--- config.mk ---
export PLATFORM = sky130hd
export DESIGN_NAME = cfg_addr_xlate
export DESIGN_NICKNAME = d
export VERILOG_FILES = /design/src/rtl/cfgx_pkg.sv /design/src/rtl/cfgx_dev_scan.sv /design/src/rtl/cfgx_xlate.sv /design/src/rtl/cfgx_addr_reg.sv /design/src/rtl/cfgx_fwd.sv /design/src/rtl/cfg_addr_xlate.sv
export SDC_FILE = /design/constraint.sdc
export NUM_CORES = 1
export LEC_CHECK = 0
export BUFFER_PORTS_ARGS = -buffer_cell sky130_fd_sc_hd__buf_4
export CAP_MARGIN = 40
export CORE_ASPECT_RATIO = 0.9
export CORE_MARGIN = 3
export CORE_UTILIZATION = 43
export CTS_CLUSTER_DIAMETER = 200
export CTS_CLUSTER_SIZE = 30
export DETAILED_ROUTE_END_ITERATION = 6
export MAX_ROUTING_LAYER = met4
export PLACE_DENSITY_LB_ADDON = 0.3
export SLEW_MARGIN = 25
export SYNTH_ARGS = -nofsm -noshare
export SYNTH_HDL_FRONTEND = slang
export SYNTH_SLANG_ARGS = --single-unit
--- constraint.sdc ---
create_clock -name clk -period 1.8 [get_ports clk]
set_clock_uncertainty 0.1 [all_clocks]
set_input_delay 0.54 -clock clk [delete_from_list [all_inputs] [get_ports clk]]
set_output_delay 0.54 -clock clk [all_outputs]
set_load 0.01 [all_outputs]
--- src/rtl/cfgx_pkg.sv ---
package cfgx_pkg;
  localparam int DATA_W = 32;
  localparam int BE_W   = DATA_W / 8;
  localparam int SEL_LO = 11;
  localparam int SEL_HI = 23;
  localparam int DEV_W  = 5;
  localparam int PAD_W  = DATA_W - 1 - DEV_W - SEL_LO;

  typedef logic [DATA_W-1:0] word_t;

  typedef struct packed {
    logic             write;
    word_t            wdata;
    logic [BE_W-1:0]  be;
  } cfg_op_t;
endpackage

--- src/rtl/cfgx_dev_scan.sv ---
module cfgx_dev_scan #(
  parameter int LO    = 11,
  parameter int HI    = 23,
  parameter int DEV_W = 5
) (
  input  logic [HI:LO]      sel,
  output logic [DEV_W-1:0]  dev
);
  // lowest set bit wins: iterate downward so the last hit is the lowest
  always_comb begin
    dev = '0;
    for (int i = HI; i >= LO; i--) begin
      if (sel[i]) dev = DEV_W'(i - LO + 1);
    end
  end
endmodule

--- src/rtl/cfgx_xlate.sv ---
module cfgx_xlate
  import cfgx_pkg::*;
(
  input  word_t raw,
  output word_t xlated
);
  logic [DEV_W-1:0] dev;
  logic             is_type0;

  cfgx_dev_scan #(.LO(SEL_LO), .HI(SEL_HI), .DEV_W(DEV_W)) u_scan (
    .sel (raw[SEL_HI:SEL_LO]),
    .dev (dev)
  );

  assign is_type0 = (raw[1:0] == 2'b00);
  assign xlated   = is_type0 ? {1'b1, {PAD_W{1'b0}}, dev, raw[SEL_LO-1:0]} : raw;
endmodule

--- src/rtl/cfgx_addr_reg.sv ---
module cfgx_addr_reg
  import cfgx_pkg::*;
(
  input  logic            clk,
  input  logic            rst_n,
  input  logic            wr_en,
  input  word_t           wdata,
  input  logic [BE_W-1:0] be,
  output word_t           q
);
  word_t merged;
  word_t xlated;

  for (genvar b = 0; b < BE_W; b++) begin : g_lane
    assign merged[8*b +: 8] = be[b] ? wdata[8*b +: 8] : q[8*b +: 8];
  end

  cfgx_xlate u_xlate (
    .raw    (merged),
    .xlated (xlated)
  );

  always_ff @(posedge clk) begin
    if (!rst_n)     q <= '0;
    else if (wr_en) q <= xlated;
  end
endmodule

--- src/rtl/cfgx_fwd.sv ---
module cfgx_fwd
  import cfgx_pkg::*;
(
  input  logic            clk,
  input  logic            rst_n,
  input  logic            launch,
  input  cfg_op_t         op,
  input  logic            cfg_ready,
  input  word_t           cfg_rdata,
  output logic            busy,
  output logic            cfg_write,
  output word_t           cfg_wdata,
  output logic [BE_W-1:0] cfg_be,
  output logic            done,
  output word_t           done_rdata
);
  cfg_op_t op_q;

  always_ff @(posedge clk) begin
    if (!rst_n) begin
      busy <= 1'b0;
      op_q <= '0;
    end else if (launch) begin
      busy <= 1'b1;
      op_q <= op;
    end else if (busy && cfg_ready) begin
      busy <= 1'b0;
    end
  end

  assign cfg_write  = op_q.write;
  assign cfg_wdata  = op_q.wdata;
  assign cfg_be     = op_q.be;
  assign done       = busy && cfg_ready;
  assign done_rdata = op_q.write ? '0 : cfg_rdata;
endmodule

--- src/rtl/cfg_addr_xlate.sv ---
module cfg_addr_xlate
  import cfgx_pkg::*;
(
  input  logic              clk,
  input  logic              rst_n,
  input  logic              req_valid,
  output logic              req_ready,
  input  logic              req_write,
  input  logic              req_data_sel,
  input  logic [DATA_W-1:0] req_wdata,
  input  logic [BE_W-1:0]   req_be,
  output logic              rsp_valid,
  output logic [DATA_W-1:0] rsp_rdata,
  output logic              cfg_valid,
  input  logic              cfg_ready,
  output logic              cfg_write,
  output logic [DATA_W-1:0] cfg_addr,
  output logic [DATA_W-1:0] cfg_wdata,
  output logic [BE_W-1:0]   cfg_be,
  input  logic [DATA_W-1:0] cfg_rdata
);
  logic    accept, addr_wr, addr_rd, data_go;
  logic    busy, fwd_done;
  word_t   addr_q, fwd_rdata;
  cfg_op_t op;

  assign req_ready = !busy;
  assign accept    = req_valid && req_ready;
  assign addr_wr   = accept && !req_data_sel &&  req_write;
  assign addr_rd   = accept && !req_data_sel && !req_write;
  assign data_go   = accept &&  req_data_sel;
  assign op        = '{write: req_write, wdata: req_wdata, be: req_be};

  cfgx_addr_reg u_areg (
    .clk   (clk),
    .rst_n (rst_n),
    .wr_en (addr_wr),
    .wdata (req_wdata),
    .be    (req_be),
    .q     (addr_q)
  );

  cfgx_fwd u_fwd (
    .clk        (clk),
    .rst_n      (rst_n),
    .launch     (data_go),
    .op         (op),
    .cfg_ready  (cfg_ready),
    .cfg_rdata  (cfg_rdata),
    .busy       (busy),
    .cfg_write  (cfg_write),
    .cfg_wdata  (cfg_wdata),
    .cfg_be     (cfg_be),
    .done       (fwd_done),
    .done_rdata (fwd_rdata)
  );

  assign cfg_valid = busy;
  assign cfg_addr  = addr_q;

  always_ff @(posedge clk) begin
    if (!rst_n) begin
      rsp_valid <= 1'b0;
      rsp_rdata <= '0;
    end else begin
      rsp_valid <= addr_wr || addr_rd || fwd_done;
      if (addr_rd)       rsp_rdata <= addr_q;
      else if (addr_wr)  rsp_rdata <= '0;
      else if (fwd_done) rsp_rdata <= fwd_rdata;
    end
  end
endmodule

==> impl_metrics.ini, run 1 <==
[sta]
relSlewSlack_pct = 53.10
report.final.slew_viol_count = 0
max_freq_mhz = 574.3
worstMarginPinSlew_ns = 0.7019
fin_crit_sh_pct = 96.73
fin_ws_ns = 0.05882
hold_ws_ns = 0.3286
min_period_ns = 1.741
rsz0062_at_grt = yes
finalHoldViolations = 0
finalSetupViolCount = 0

[detailed_routing]
routed_wl_mm = 13.93
dr_total_vias = 4519
first_iter_violations = 238
avgViaCountPerCell = 5.531
postRouteAntennaNets = 0
drc_errors = 0
wl_per_cell_um = 17.05
drt-pass1-iter-count = 5

[global_route]
grt_max_degree = 42
overflow = 0
grt_pass1_vias = 4222
grt_usage_pct = 25.55
antenna_found_initial = 0
grt_pass1_wl_mm = 21.37

[worst_setup_path]
start_kind = flip-flop
critPathCaptureType = output pin
crit_type = flip-flop to output pin
slowest_delay_ns = 0.38
crit_fanout = 6
r2r_slack_ns = 0.11
cp_data_arrival_time_ns = 1.10
crit_top_cell = buf_4
cp_slowest_cell = dfxtp_1
cp_cell_sequence = buf_4 -> inv_1 -> buf_4
reg2reg_from = u_fwd.busy
startpoint = u_fwd.busy
cp.required_ns = 1.16

[synthesis]
syn_inst = 502
synth_top_area_share_pct = 49.22
synth-edff-count = 0
synthesis.area_sq_mm = 0.004189
syn_nets = 576
ys_ff_latch = 103
synthArstFlopShare_pct = 0
synth.most_common_cell = dfxtp_1
yosys-top-cells-area = dfxtp_1 (49%), nand2_1 (8.1%), a221oi_1 (7.1%)
synth_top_cell_by_area = dfxtp_1
yosys_warnings = 0
syn_area_per_cell_sq_um = 8.345
ys_seq_area_share_pct = 49.22
synth_cell_types = 43
ys.flop_type = dfxtp_1
ys_top_cells_by_count = dfxtp_1 (103), nand2_1 (90), nor2_1 (55)

[floorplan]
rows = 33
coreArea_sq_mm = 0.009290
dieArea_sq_mm = 0.01096
die_height_um = 99.64
initial_core_util_pct = 45.09
io_pins = 178
die_x_um = 110.0

[clock_network]
cts_buffers = 9
clock_latency_ns = 0.36
clk_pin_slew_ns = 0.10
cts_hold_buf = 0
clockBufferDepth = 2
cts_tree = done
ctsHtreeMaxLevel = 3
cts-root-buf = clkbuf_8
cts.sinks = 103

[power]
power_density_mw_per_mm2 = 808.6
power.total_mw = 4.952
leakage_nw = 2.612
irDropWorstVdd_v = 0.0004737

[layout]
finalNetCount = 764
diodes = 0
finalNonFillerCells = 817
areaGrowthSynthToFinish_pct = 46.21
fillers = 783
final_cell_area_sq_mm = 0.006125
drive_gt1_share_pct = 35.40

[status]
status = complete, no violations

[place]
placed_cells = 797
gp_congestion = 0.9307
io_buffers = 177
dp_slack_ns = -0.4208
placed_area_sq_mm = 0.005838
hpwl_mm = 10.51

[hold_path]
hold_start = req_wdata[28]
hold_path_class = primary input to flip-flop

[job]
maxCapViolCount = 0
-- cells in the final DEF, fill, tap and decap left out, types with 3 or more instances in the layout --
| cell type | n |
|---|---|
| buf_4 | 209 |
| dfxtp_1 | 103 |
| nand2_1 | 89 |
| nor2_1 | 54 |
| a21oi_1 | 53 |
| nor3_1 | 36 |
| a221oi_1 | 34 |
| nand3_1 | 15 |
| a22oi_1 | 15 |
| inv_1 | 9 |
| clkbuf_8 | 9 |
| buf_12 | 6 |
| nand2b_1 | 4 |
| o21ai_1 | 4 |
| o21ai_0 | 4 |
| and3_1 | 3 |
-- worst max-delay path: cells and delay by family (launching register included) --
family / cells / cell delay, ns
flip-flops: 1 / 0.38
buffers and inverters: 3 / 0.36
-- kinds of logic (layout without fill, tap and decap cells) --
kind of cell | Yosys count | count (layout) | share of synthesized area, %
buffers and inverters | 49 | 241 | 4.809
and+or+nand+nor | 215 | 216 | 22.40
DFF | 103 | 103 | 49.22
AOI/OAI and AO/OA | 132 | 132 | 22.82
muxes | 3 | 3 | 0.7467
-- final cells by class --
cell class,count,area [sq um],share of cell area (%)
multi-input cells,351,1971,32.18
clock inverters,6,85.08,1.389
repair buffers,215,1689,27.58
inverters,10,37.54,0.6129
flip-flops and latches,103,2062,33.67
clock buffers,10,127.6,2.084
well taps,122,152.6,2.492
-- sequential cells by signal, indices dropped and copies added, names as in the netlist --
signal / count
u_areg.q: 32
u_fwd.cfg_be: 4
u_fwd.cfg_wdata: 32
rsp_valid: 1
rsp_rdata: 32
u_fwd.cfg_write: 1
u_fwd.busy: 1
-- path summary, 6_finish.rpt --
path	to	cells past startpoint
setup / recovery	req_ready	3
hold / removal	u_areg.q[28]	3
setup reg to reg	u_areg.q[23]	5
hold reg to reg	u_fwd.cfg_wdata[31]	2
-- layer usage --
layer	vias up	wire length (um)	track usage, %
met2	161	6809	40.49
met5	-	0	-
li1	2174	-	-
met4	0	196	5.465
met1	2170	5930	33.23
met3	14	992	6.100
-- through the flow --
stage,utilization (%),setup TNS [ns]
finish,65.93,0
CTS,65.28,-0.01237
floorplan,-,0
detailed placement,62.84,-21.42
global placement,62.73,-28.14
global route,65.93,-0.01820
-- power by group --
part / total, mW / internal [mW] / switching [mW]
logic: 0.931 / 0.464 / 0.466
registers: 2.48 / 2.40 / 0.0802
clock network: 1.55 / 0.779 / 0.767
-- timing repair --
action,4_1_cts,5_1_grt
gates cloned,1,0
setup endpoints to repair,33,52
endpoints found under the hold margin,0,0
pin swaps,0,0
setup buffers,0,3
resized for setup,1,4
Note: power is estimated with default switching activity, not from simulation.
==> run 2: changes to the inputs <==
--- a/config.mk
+++ b/config.mk
@@ -8,7 +8,6 @@
 export BUFFER_PORTS_ARGS = -buffer_cell sky130_fd_sc_hd__buf_4
 export CAP_MARGIN = 40
 export CORE_ASPECT_RATIO = 0.9
-export CORE_MARGIN = 3
 export CORE_UTILIZATION = 43
 export CTS_CLUSTER_DIAMETER = 200
 export CTS_CLUSTER_SIZE = 30
==> run 2 against run 1 <==
- cell count is 0.49% higher
- sequential share of layout area is 0.13 points higher
- largest power group unchanged
- clock power is 5% lower
- sequential power hardly changed
- die area is 7.5% lower
- power is 1.3% lower
- flip-flop and latch count stayed put
==> impl_metrics.ini, run 2 (same netlist as run 1, synthesis figures left out) <==
[detailed_routing]
postRouteAntennaNets = 0
wl_per_cell_um = 16.42
first_iter_violations = 233
wl_met3_um = 792
drc_errors = 0
wl_met1_mm = 6.307
drt-pass1-iter-count = 4
dr.max_layer_used = met4
wl_met2_mm = 6.156
avgViaCountPerCell = 5.426
dr_total_vias = 4455
routed_wl_mm = 13.48

[layout]
multi_input_comb_area_sq_mm = 0.001939
fillers = 786
layout_commonest_cell = buf_4
seqCellArea_sq_mm = 0.002062
drive_gt1_share_pct = 35.34
areaGrowthSynthToFinish_pct = 45.64
final_cell_mix = buf_4 (215), dfxtp_1 (103), nand2_1 (90)
final_util_pct = 65.67
diodes = 0
final_cell_area_sq_mm = 0.006101
finalNetCount = 768

[worst_setup_path]
r2r_cells = 5
cp_data_arrival_time_ns = 1.10
cp_cell_sequence = buf_4 -> inv_1 -> buf_4
start_kind = flip-flop
slowest_delay_ns = 0.39
reg2reg_from = u_areg.q[18]
cp_slowest_cell = dfxtp_1
r2r_slack_ns = 0.09
crit_fanout = 5
r2r_end = u_areg.q[13]
cp.required_ns = 1.16
crit_top_cell = buf_4
critPathCaptureType = output pin
critPathBufInv = 3
critPathTopFamily = flip-flops
crit_type = flip-flop to output pin

[floorplan]
rows = 33
coreArea_sq_mm = 0.009290
dieArea_sq_mm = 0.01014
die_height_um = 95.64
initial_core_util_pct = 45.09
io_pins = 178
die_x_um = 106.0

[sta]
worstMarginPinSlew_ns = 0.7014
rsz0062_at_grt = no
setup_tns_ns = 0
finalHoldViolations = 0
report.final.slew_viol_count = 0
finalSetupViolCount = 0
max_freq_mhz = 573.1
hold_ws_ns = 0.3332
fin_crit_sh_pct = 96.93
fin_ws_ns = 0.05520
min_period_ns = 1.745
relSlewSlack_pct = 53.13

[clock_network]
cts_tree = done
cts-root-buf = clkbuf_8
cts_setup_buffers = 0
clock_latency_ns = 0.36
cts_hold_buf = 0
cts.sinks = 103
clockBufferDepth = 2
cts_buffers = 9
cts_resized = 0
clk_pin_slew_ns = 0.10
ctsHtreeMaxLevel = 3

[global_route]
grt_pass1_vias = 4201
grt_pass1_wl_mm = 21.34
grt_max_degree = 60
grt_usage_pct = 27.71
overflow = 0
antenna_found_initial = 0

[power]
leakage_nw = 2.619
power_density_mw_per_mm2 = 800.8
irDropWorstVdd_v = 0.0004130

[place]
gp_congestion = 0.8782
hpwl_mm = 10.23
placed_area_sq_mm = 0.005906
io_buffers = 177
dp_slack_ns = -0.2568

[hold_path]
hold_path_class = primary input to flip-flop
hold_start = req_wdata[24]
hold_depth = 3
holdPathEnd = u_areg.q[24]

[job]
maxCapViolCount = 0

[status]
status = complete, no violations
-- run 2: through the flow --
stage          power [mW]  std cells
2_1_floorplan       2.936        502
3_3_place_gp        3.426        805
3_5_place_dp        3.455        805
4_1_cts             4.893        821
5_1_grt             5.082        821
6_report            4.886        821
-- run 2: worst max-delay path by stage --
stage / slack (ns) / depth (start not counted) / to / startpoint
2_1_floorplan: 0.03 / 6 / u_areg.q[14] / req_be[1]
3_3_place_gp: -0.43 / 5 / rsp_rdata[23] / req_valid
3_5_place_dp: -0.26 / 7 / u_areg.q[20] / req_valid
4_1_cts: 0.05 / 3 / req_ready / u_fwd.busy
5_1_grt: 0.002 / 6 / rsp_rdata[14] / u_fwd.busy
6_report: 0.06 / 3 / req_ready / u_fwd.busy
-- run 2: where the power goes --
group          internal, mW  switching [mW]  total, mW
clock network         0.661           0.820       1.48
registers              2.40          0.0806       2.48
logic                 0.465           0.464      0.928
total                  3.52            1.36       4.89
-- run 2: worst min-delay path: cells and delay by family --
kind | cells | cell delay (ns)
compound gates | 1 | 0.06
buf+inv | 1 | 0.09
simple gates | 1 | 0.08
-- run 2: area by class of cell --
| cell class | count | share of cell area [%] |
|---|---|---|
| tap | 122 | 2.502 |
| timing repair buffer | 220 | 28.10 |
| clock inverter | 5 | 1.046 |
| inverter | 10 | 0.6153 |
| sequential | 103 | 33.80 |
| clock buffer | 11 | 2.153 |
| multi-input combinational | 350 | 31.79 |
-- run 2: per-layer routing --
layer	up-vias	track usage [%]
li1	2186	-
met1	2081	37.85
met2	166	42.54
met3	22	4.101
met4	0	8.333
met5	-	-
==> run 3: changes to the inputs <==
--- a/config.mk
+++ b/config.mk
@@ -6,14 +6,13 @@
 export NUM_CORES = 1
 export LEC_CHECK = 0
 export BUFFER_PORTS_ARGS = -buffer_cell sky130_fd_sc_hd__buf_4
-export CAP_MARGIN = 40
 export CORE_ASPECT_RATIO = 0.9
 export CORE_UTILIZATION = 43
 export CTS_CLUSTER_DIAMETER = 200
 export CTS_CLUSTER_SIZE = 30
 export DETAILED_ROUTE_END_ITERATION = 6
 export MAX_ROUTING_LAYER = met4
-export PLACE_DENSITY_LB_ADDON = 0.3
+export PLACE_DENSITY = 0.76
 export SLEW_MARGIN = 25
 export SYNTH_ARGS = -nofsm -noshare
 export SYNTH_HDL_FRONTEND = slang
==> run 3 against run 2 <==
- sequential share of layout area is 0.30 points lower
- utilization is 0.62 points higher
- critical path depth is 2 lower
- worst hold slack got worse by 0.015 ns
- clock power increased by 4%
- combinational power is 1% higher
- sequential power is essentially flat
- global-route usage shrank 0.68 points
- register-to-register slack barely moved
==> impl_metrics.ini, run 3 (same netlist as run 1, synthesis figures left out) <==
[worst_setup_path]
critPathTopFamily = flip-flops
r2r_slack_ns = 0.08
r2r_cells = 5
cp_data_arrival_time_ns = 1.13
start_kind = flip-flop
worst-path-stages = 1
critPathCaptureType = output pin
cp_cell_sequence = buf_4
crit_fanout = 5
cp.required_ns = 1.16
startpoint = u_areg.q[17]
critPathBufInv = 1
crit_type = flip-flop to output pin
slowest_delay_ns = 0.56
cp_slowest_cell = dfxtp_1
reg2reg_from = u_areg.q[14]

[status]
status = complete, no violations

[clock_network]
clk_pin_slew_ns = 0.10
cts_buffers = 9
clockBufferDepth = 2
cts_tree = done
clock_latency_ns = 0.37
ctsHtreeMaxLevel = 3
cts.sinks = 103
cts-root-buf = clkbuf_8

[sta]
hold_ws_ns = 0.3178
report.final.slew_viol_count = 0
min_period_ns = 1.769
finalHoldViolations = 0
relSlewSlack_pct = 63.53
fin_crit_sh_pct = 98.27
rsz0062_at_grt = no
max_freq_mhz = 565.3
worstMarginPinSlew_ns = 0.5434
finalSetupViolCount = 0

[detailed_routing]
drt-pass1-iter-count = 4
wl_per_cell_um = 16.29
first_iter_violations = 208
postRouteAntennaNets = 0
routed_wl_mm = 13.41
drc_errors = 0
avgViaCountPerCell = 5.408
dr_total_vias = 4451

[floorplan]
dieArea_sq_mm = 0.01014
initial_core_util_pct = 45.09
die_height_um = 95.64
die_x_um = 106.0
rows = 33
coreArea_sq_mm = 0.009290
io_pins = 178

[power]
leakage_nw = 2.652
power_density_mw_per_mm2 = 805.3
irDropWorstVdd_v = 0.0005171
p_sw_mw = 1.352
power_frac_clock_pct = 31.1
intPower_mw = 3.607
sequentialPowerShare_pct = 49.9
power.total_mw = 4.959
pwr-share-comb_pct = 18.9
sw_frac_of_total_pct = 27.26

[place]
io_buffers = 177
hpwl_mm = 10.33
placed_area_sq_mm = 0.005941
gp_congestion = 0.9513

[global_route]
grt_max_degree = 77
grt_pass1_wl_mm = 20.82
antenna_found_initial = 0
grt_pass1_vias = 4125
overflow = 0
grt_usage_pct = 27.02

[layout]
layout_commonest_cell = buf_4
final_cell_mix = buf_4 (215), dfxtp_1 (102), nand2_1 (90)
fillers = 797
drive_gt1_share_pct = 35.95
finalNetCount = 770
diodes = 0
areaGrowthSynthToFinish_pct = 47.01
final_cell_area_sq_mm = 0.006158

[job]
maxCapViolCount = 0

[hold_path]
hold_depth = 3
hold_start = req_wdata[5]
hold_path_class = primary input to flip-flop
run 3: cell types whose count changed in the layout (fill, tap and decap cells not counted), sizes merged:
cell	before	now
inv	13	11
clkinvlp	1	0
clkinv	0	3
buf	220	222
run 3: power groups by stage:
stage          logic [mW]  clock network, mW  registers (mW)
2_1_floorplan       0.369                  0            2.57
3_3_place_gp        0.923                  0            2.52
3_5_place_dp        0.938                  0            2.53
4_1_cts             0.939               1.57            2.48
5_1_grt              1.02               1.67            2.49
6_report            0.938               1.54            2.48
run 3: layer usage:
layer  vias to the layer above  global-route usage, %  part of all wire [%]
met5                         -                      -                     0
met4                         0                  8.102                   1.7
met3                        15                  4.375                   5.2
met2                       151                  42.97                    47
met1                      2093                  35.48                    46
li1                       2192                      -                     -
run 3: final timing paths:
path,to
setup / recovery,cfg_addr[17]
hold / removal,u_fwd.cfg_wdata[5]
setup reg to reg,u_areg.q[11]
hold reg to reg,u_fwd.cfg_be[1]
run 3: timing repair:
item                                    CTS  global route
gates resized for setup                   0             1
buffers inserted                          0             0
hold buffers                              0             0
endpoints found under the setup margin    0            19
hold endpoints to repair                  0             0
run 3: area by class of cell:
type                       count  area (sq um)  area share [%]
multi-input combinational    350          1934           31.41
sequential                   103          2063           33.50
tap                          122         152.6           2.479
clock inverter                 5         65.06           1.056
clock buffer                  11         151.4           2.458
inverter                      10         37.54          0.6095
timing repair buffer         222          1754           28.48
run 3: per-stage QoR:
stage	TNS [ns]	utilization, %	setup slack, ns	cells
3_3_place_gp	-4.546	63.95	-0.2070	807
6_report	0	66.29	0.03107	823
2_1_floorplan	0	-	0.02979	502
3_5_place_dp	-5.520	63.95	-0.1987	807
5_1_grt	0	66.29	0.01055	823
4_1_cts	0	66.28	0.01506	823
